<file path="src/rtl/poll_pkg.sv">
package poll_pkg;

    typedef enum logic {
        MODE_TOGGLE = 1'b0,
        MODE_DATA   = 1'b1
    } poll_mode_e;

    typedef enum logic [1:0] {
        ST_IDLE = 2'd0,
        ST_REQ  = 2'd1,
        ST_WAIT = 2'd2
    } poll_state_e;

    localparam int unsigned TOGGLE_BIT = 6;
    localparam int unsigned DATA_BIT   = 7;

endpackage

</file>
<file path="src/rtl/poll_wait_timer.sv">
module poll_wait_timer #(
    parameter int unsigned WAIT_W = 16
) (
    input  logic              clk,
    input  logic              rst_n,
    input  logic              load_i,
    input  logic [WAIT_W-1:0] load_val_i,
    input  logic              run_i,
    output logic              expired_o
);

    typedef struct packed {
        logic [WAIT_W-1:0] cnt;
    } tmr_t;

    tmr_t tmr_d, tmr_q;

    always_comb begin
        tmr_d = tmr_q;
        if (load_i) begin
            tmr_d.cnt = load_val_i;
        end else if (run_i && (tmr_q.cnt != '0)) begin
            tmr_d.cnt = tmr_q.cnt - 1'b1;
        end
    end

    always_ff @(posedge clk or negedge rst_n) begin
        if (!rst_n) begin
            tmr_q <= '0;
        end else begin
            tmr_q <= tmr_d;
        end
    end

    assign expired_o = (tmr_q.cnt == WAIT_W'(1));


    wait_nonzero_chk: assert property (@(posedge clk) disable iff (!rst_n)
        run_i |-> (tmr_q.cnt != '0));

endmodule

</file>
<file path="src/rtl/poll_iter_counter.sv">
module poll_iter_counter #(
    parameter int unsigned CNT_W      = 28,
    parameter int unsigned ITER_CAP   = 32'h0FFF_FFFF,
    parameter int unsigned SLOW_LIMIT = 32'h0010_0000
) (
    input  logic             clk,
    input  logic             rst_n,
    input  logic             clear_i,
    input  logic             inc_i,
    output logic             last_o,
    output logic             slow_o
);

    localparam logic [CNT_W-1:0] LAST_VAL = CNT_W'(ITER_CAP - 1);
    localparam logic [CNT_W-1:0] SLOW_VAL = CNT_W'(SLOW_LIMIT);
    localparam logic [CNT_W-1:0] CAP_VAL  = CNT_W'(ITER_CAP);

    typedef struct packed {
        logic [CNT_W-1:0] cnt;
    } itc_t;

    itc_t itc_d, itc_q;

    always_comb begin
        itc_d = itc_q;
        if (clear_i) begin
            itc_d.cnt = '0;
        end else if (inc_i) begin
            itc_d.cnt = itc_q.cnt + 1'b1;
        end
    end

    always_ff @(posedge clk or negedge rst_n) begin
        if (!rst_n) begin
            itc_q <= '0;
        end else begin
            itc_q <= itc_d;
        end
    end

    // Flags describe the count as it will be after the current increment.
    assign last_o = (itc_q.cnt == LAST_VAL);
    assign slow_o = (itc_q.cnt >= SLOW_VAL);


    cap_bound_chk: assert property (@(posedge clk) disable iff (!rst_n)
        itc_q.cnt <= CAP_VAL);

endmodule

</file>
<file path="src/rtl/poll_match.sv">
module poll_match
    import poll_pkg::*;
#(
    parameter int unsigned DATA_W = 8
) (
    input  poll_mode_e        mode_i,
    input  logic [DATA_W-1:0] data_i,
    input  logic              ref_bit_i,
    input  logic              exp_bit_i,
    output logic              sample_o,
    output logic              match_o
);

    assign sample_o = data_i[TOGGLE_BIT];

    always_comb begin
        if (mode_i == MODE_TOGGLE) begin
            match_o = (data_i[TOGGLE_BIT] == ref_bit_i);
        end else begin
            match_o = (data_i[DATA_BIT] == exp_bit_i);
        end
    end

endmodule

</file>
<file path="src/rtl/flash_done_poller.sv">
module flash_done_poller
    import poll_pkg::*;
#(
    parameter int unsigned DATA_W     = 8,
    parameter int unsigned WAIT_W     = 16,
    parameter int unsigned CNT_W      = 28,
    parameter int unsigned ITER_CAP   = 32'h0FFF_FFFF,
    parameter int unsigned SLOW_LIMIT = 32'h0010_0000
) (
    input  logic              clk,
    input  logic              rst_n,
    input  logic              start_i,
    input  logic              mode_i,
    input  logic [DATA_W-1:0] exp_data_i,
    input  logic [WAIT_W-1:0] wait_cycles_i,
    output logic              rd_req_o,
    input  logic              rd_ack_i,
    input  logic [DATA_W-1:0] rd_data_i,
    output logic              busy_o,
    output logic              done_o,
    output logic              timeout_o,
    output logic              slow_o
);

    typedef struct packed {
        poll_state_e       st;
        poll_mode_e        mode;
        logic              exp_bit;
        logic [WAIT_W-1:0] wait_cfg;
        logic              ref_valid;
        logic              ref_bit;
        logic              done;
        logic              timeout;
        logic              slow;
    } ctl_t;

    ctl_t ctl_d, ctl_q;

    logic tmr_load, tmr_run, tmr_expired;
    logic cnt_clear, cnt_inc, cnt_last, cnt_slow;
    logic rd_sample, rd_match;

    poll_wait_timer #(.WAIT_W(WAIT_W)) u_timer (
        .clk        (clk),
        .rst_n      (rst_n),
        .load_i     (tmr_load),
        .load_val_i (ctl_q.wait_cfg),
        .run_i      (tmr_run),
        .expired_o  (tmr_expired)
    );

    poll_iter_counter #(
        .CNT_W      (CNT_W),
        .ITER_CAP   (ITER_CAP),
        .SLOW_LIMIT (SLOW_LIMIT)
    ) u_count (
        .clk     (clk),
        .rst_n   (rst_n),
        .clear_i (cnt_clear),
        .inc_i   (cnt_inc),
        .last_o  (cnt_last),
        .slow_o  (cnt_slow)
    );

    poll_match #(.DATA_W(DATA_W)) u_match (
        .mode_i    (ctl_q.mode),
        .data_i    (rd_data_i),
        .ref_bit_i (ctl_q.ref_bit),
        .exp_bit_i (ctl_q.exp_bit),
        .sample_o  (rd_sample),
        .match_o   (rd_match)
    );

    always_comb begin
        ctl_d     = ctl_q;
        ctl_d.done = 1'b0;
        tmr_load  = 1'b0;
        tmr_run   = 1'b0;
        cnt_clear = 1'b0;
        cnt_inc   = 1'b0;
        unique case (ctl_q.st)
            ST_IDLE: begin
                if (start_i) begin
                    ctl_d.st        = ST_REQ;
                    ctl_d.mode      = poll_mode_e'(mode_i);
                    ctl_d.exp_bit   = exp_data_i[DATA_BIT];
                    ctl_d.wait_cfg  = wait_cycles_i;
                    ctl_d.ref_valid = 1'b0;
                    ctl_d.timeout   = 1'b0;
                    ctl_d.slow      = 1'b0;
                    cnt_clear       = 1'b1;
                end
            end
            ST_REQ: begin
                if (rd_ack_i) begin
                    if ((ctl_q.mode == MODE_TOGGLE) && !ctl_q.ref_valid) begin
                        ctl_d.ref_valid = 1'b1;
                        ctl_d.ref_bit   = rd_sample;
                        if (ctl_q.wait_cfg != '0) begin
                            ctl_d.st = ST_WAIT;
                            tmr_load = 1'b1;
                        end
                    end else begin
                        cnt_inc = 1'b1;
                        if (rd_match || cnt_last) begin
                            ctl_d.st      = ST_IDLE;
                            ctl_d.done    = 1'b1;
                            ctl_d.timeout = !rd_match;
                            ctl_d.slow    = cnt_slow;
                        end else begin
                            ctl_d.ref_bit = rd_sample;
                            if ((ctl_q.mode == MODE_TOGGLE) && (ctl_q.wait_cfg != '0)) begin
                                ctl_d.st = ST_WAIT;
                                tmr_load = 1'b1;
                            end
                        end
                    end
                end
            end
            ST_WAIT: begin
                tmr_run = 1'b1;
                if (tmr_expired) begin
                    ctl_d.st = ST_REQ;
                end
            end
            default: ctl_d.st = ST_IDLE;
        endcase
    end

    always_ff @(posedge clk or negedge rst_n) begin
        if (!rst_n) begin
            ctl_q <= '{st: ST_IDLE, mode: MODE_TOGGLE, default: '0};
        end else begin
            ctl_q <= ctl_d;
        end
    end

    assign rd_req_o  = (ctl_q.st == ST_REQ);
    assign busy_o    = (ctl_q.st != ST_IDLE);
    assign done_o    = ctl_q.done;
    assign timeout_o = ctl_q.timeout;
    assign slow_o    = ctl_q.slow;


    done_pulse_chk: assert property (@(posedge clk) disable iff (!rst_n)
        done_o |=> !done_o);


    req_hold_chk: assert property (@(posedge clk) disable iff (!rst_n)
        (rd_req_o && !rd_ack_i) |=> rd_req_o);


    timeout_done_chk: assert property (@(posedge clk) disable iff (!rst_n)
        $rose(timeout_o) |-> (done_o && !busy_o));


    slow_done_chk: assert property (@(posedge clk) disable iff (!rst_n)
        $rose(slow_o) |-> done_o);


    start_ignored_chk: assert property (@(posedge clk) disable iff (!rst_n)
        (busy_o && start_i) |=> (ctl_q.mode == $past(ctl_q.mode)));

endmodule

</file>
<file path="config.mk">
export PLATFORM = sky130hd
export DESIGN_NAME = flash_done_poller
export DESIGN_NICKNAME = d
export VERILOG_FILES = /design/src/rtl/poll_pkg.sv /design/src/rtl/poll_wait_timer.sv /design/src/rtl/poll_iter_counter.sv /design/src/rtl/poll_match.sv /design/src/rtl/flash_done_poller.sv
export SDC_FILE = /design/constraint.sdc
export NUM_CORES = 1
export LEC_CHECK = 0
export ABC_AREA = 1
export BUFFER_PORTS_ARGS = -buffer_cell sky130_fd_sc_hd__buf_2
export CORE_MARGIN = 2
export CORE_UTILIZATION = 54
export CTS_CLUSTER_DIAMETER = 50
export DETAILED_ROUTE_END_ITERATION = 7
export PLACE_DENSITY = 0.77
export REMOVE_ABC_BUFFERS = 1
export SLEW_MARGIN = 25
export SYNTH_ARGS = -nofsm -noshare
export SYNTH_HDL_FRONTEND = slang
export SYNTH_SLANG_ARGS = --single-unit
</file>
<file path="constraint.sdc">
create_clock -name clk -period 1.5 [get_ports clk]
set_input_delay 0.375 -clock clk [delete_from_list [all_inputs] [get_ports clk]]
set_output_delay 0.375 -clock clk [all_outputs]
set_load 0.01 [all_outputs]
</file>
==> metrics.cfg <==
[critical_path]
cp_cell_sequence = nand2_2 -> buf_4 -> inv_2 -> nand3b_1 -> nor2_4 -> nand4_1 -> o21ai_1 -> nand2_1 -> nor2_1
crit_fanout = 3
reg2regPathDepth = 9
cp_data_required_time_ns = 1.80
crit_path_top_delay_cell = dfrtp_1
setup.worst_path.start_class = flop
cp-end-kind = flop
arrival_ns = 2.23
slowest_delay_ns = 0.44
crit_type = reg -> reg

[yosys]
synth_edf_count = 0
async_reset_ff_share_pct = 100
yosys_warnings = 0
syn_avg_cell_area_um2 = 7.11
synth_seq_cells = 69
synth_ff_type = dfrtp_1
synth_cells = 613
netlist_area_um2 = 4360
ys_types = 34
ys_seq_area_share_pct = 39.6

[run_status]
failed_checks = design-rule violations, negative setup slack
run_status = complete, but fails checks

[clocking]
clk_pin_slew_ns = 0.08
cts-root-buf = clkbuf_8
cts_buffer_depth = 2
htree_num_levels = 3
numCtsBuffers = 9
clk_latency_ns = 0.36
clkSinkCount = 69
cts_tree = yes
hold_buffers = 0

[drt]
drt-met1-wl_um = 6110
avgRoutedWirePerCell_um = 20.1
route.met3.wl_um = 2140
finalWirelength_um = 17500
ant_nets = 0
first_pass_iters = 8
wl_met2_um = 7810
drc = 18
drt_iter0_markers = 665
vias = 5359
via_per_inst = 6.15
top_layer = met4

[timing]
period_share_pct = 129
max_slew.worst_pin.slew_ns = 0.417
slew_violations = 0
slew_headroom_pct = 72.2
hold_violations = 0
min_period_ns = 1.93
rsz0062_at_grt = yes
holdWs_ns = 0.00657
fmax_mhz = 518
setup_ws_ns = -0.432
finalClockSkew_ns = 0.0103
setup_viol = 49

[global_route]
grt_max_degree = 70
grt_use_total_pct = 29.3
grt_pass1_wl_um = 20300
grt_pass1_vias = 4497
grt_overflow = 0
antenna_found_initial = 0

[final_layout]
layout.nets = 807
antenna_cells = 0
drive_above_1_share_pct = 43.2
nFillCells = 393
final_cells = 871
seqCellArea_um2 = 1730
fin_area_um2 = 6390
final_common_cell = nand2_1
syn_to_final_growth_pct = 46.8
multi_input_area_um2 = 2840
final_cell_mix = nand2_1, buf_4, dfrtp_1

[floorplanning]
die_area_um2 = 8800
ios = 42
core_um2 = 7770
num_rows = 32
chipHeight_um = 93.8
die_x_um = 93.8
initial_core_util_pct = 56.1

[min_path]
hold_class = in -> async

[power]
power_leakage_nw = 3.17
ir_worst_vdd_mv = 0.746
p_per_area_nw_per_um2 = 658

[place]
dp.cells = 831
port_buffers = 28
dp_hpwl_um = 7750
gp_congestion = 0.907
dpl_cell_area_um2 = 5310

[job]
maxCapViolCount = 0

==> kinds of logic (layout without fill, tap and decap cells) <==
| family | Yosys count | in the layout | share of synthesized area, % |
|---|---|---|---|
| fa+ha+maj | 6 | 6 | 1.72 |
| flops | 69 | 69 | 39.6 |
| xor+xnor | 16 | 16 | 3.22 |
| buf+inv | 86 | 237 | 8.56 |
| compound gates | 43 | 43 | 5.08 |
| simple gates | 393 | 398 | 41.8 |
==> metal layers <==
metal  track usage, %  vias up
met4             12.8        0
li1                 -     2235
met5                0        -
met1             37.4     2442
met2             49.2      495
met3             4.82      187
==> power by group <==
| part | switching [mW] | internal (mW) | total [mW] |
|---|---|---|---|
| Sequential | 0.0332 | 1.90 | 1.94 |
| Clock | 0.791 | 1.02 | 1.81 |
| Combinational | 0.280 | 0.175 | 0.455 |
| Total | 1.10 | 3.10 | 4.21 |
==> worst max-delay path, delay by kind of cell, from the launching register on <==
| kind | cells | cell delay [ns] |
|---|---|---|
| buffers and inverters | 2 | 0.21 |
| DFF | 1 | 0.44 |
| AOI/OAI and AO/OA | 1 | 0.27 |
| and+or+nand+nor | 6 | 0.94 |
==> flip-flops by register name, summed over array words and instances, names as in the netlist <==
signal and count:
timeout_o 1, u_timer.tmr_q 16, done_o 1, ctl_q 22
u_count.itc_q 28, slow_o 1
==> final cells by class <==
cell class / count / share of cell area, %
timing repair buffer: 146 / 18.2
clock buffer: 12 / 2.43
tap: 102 / 2.00
multi-input combinational: 463 / 44.4
inverter: 75 / 4.80
clock inverter: 4 / 1.10
sequential: 69 / 27.0
==> stage by stage <==
step | util (%) | total power, mW | TNS (ns) | setup WS (ns)
finish | 82.3 | 4.21 | -9.25 | -0.432
global placement | 68.3 | 2.25 | -2.14 | -0.127
detailed placement | 68.3 | 2.27 | -3.61 | -0.178
global route | 82.3 | 4.29 | -14.57 | -0.512
floorplan | - | 2.09 | -16.53 | -0.591
CTS | 74.3 | 4.03 | -0.858 | -0.0532
==> synthesized netlist by cell type, types with 6 or more instances <==
cell     instances  area share, %
a21oi_1         16            1.8
dfrtp_1         69             40
ha_1             6            1.7
inv_1           62            5.3
inv_2           10           0.86
nand2_1        209             18
nand2_2         12            1.7
nand3_1         49            5.6
nand3_2         10            2.3
nand4_1         13            1.9
nor2_1          70            6.0
nor2_2           6           0.86
nor3_1          11            1.3
o21ai_0         21            2.4
xnor2_1          7            1.4
xor2_1           9            1.8
==> final timing paths <==
| kind | from | slack [ns] | endpoint |
|---|---|---|---|
| max | u_count.itc_q[3] | -0.43 | u_count.itc_q[23] |
| min | rst_n | 0.007 | u_count.itc_q[23] |
| max reg2reg | u_count.itc_q[3] | -0.43 | u_count.itc_q[23] |
| min reg2reg | ctl_q[3] | 0.52 | ctl_q[3] |
| max in group asynchronous | rst_n | 1.15 | ctl_q[24] |
| min in group clk | wait_cycles_i[4] | 0.21 | ctl_q[9] |
==> timing repair <==
item                       4_1_cts  5_1_grt
buffers inserted                10       11
setup endpoints to repair       38       49
pin swaps                       20       46
gates resized for setup         53      140
cloned                           2        4
No activity file was read; power rests on OpenSTA's default activity.
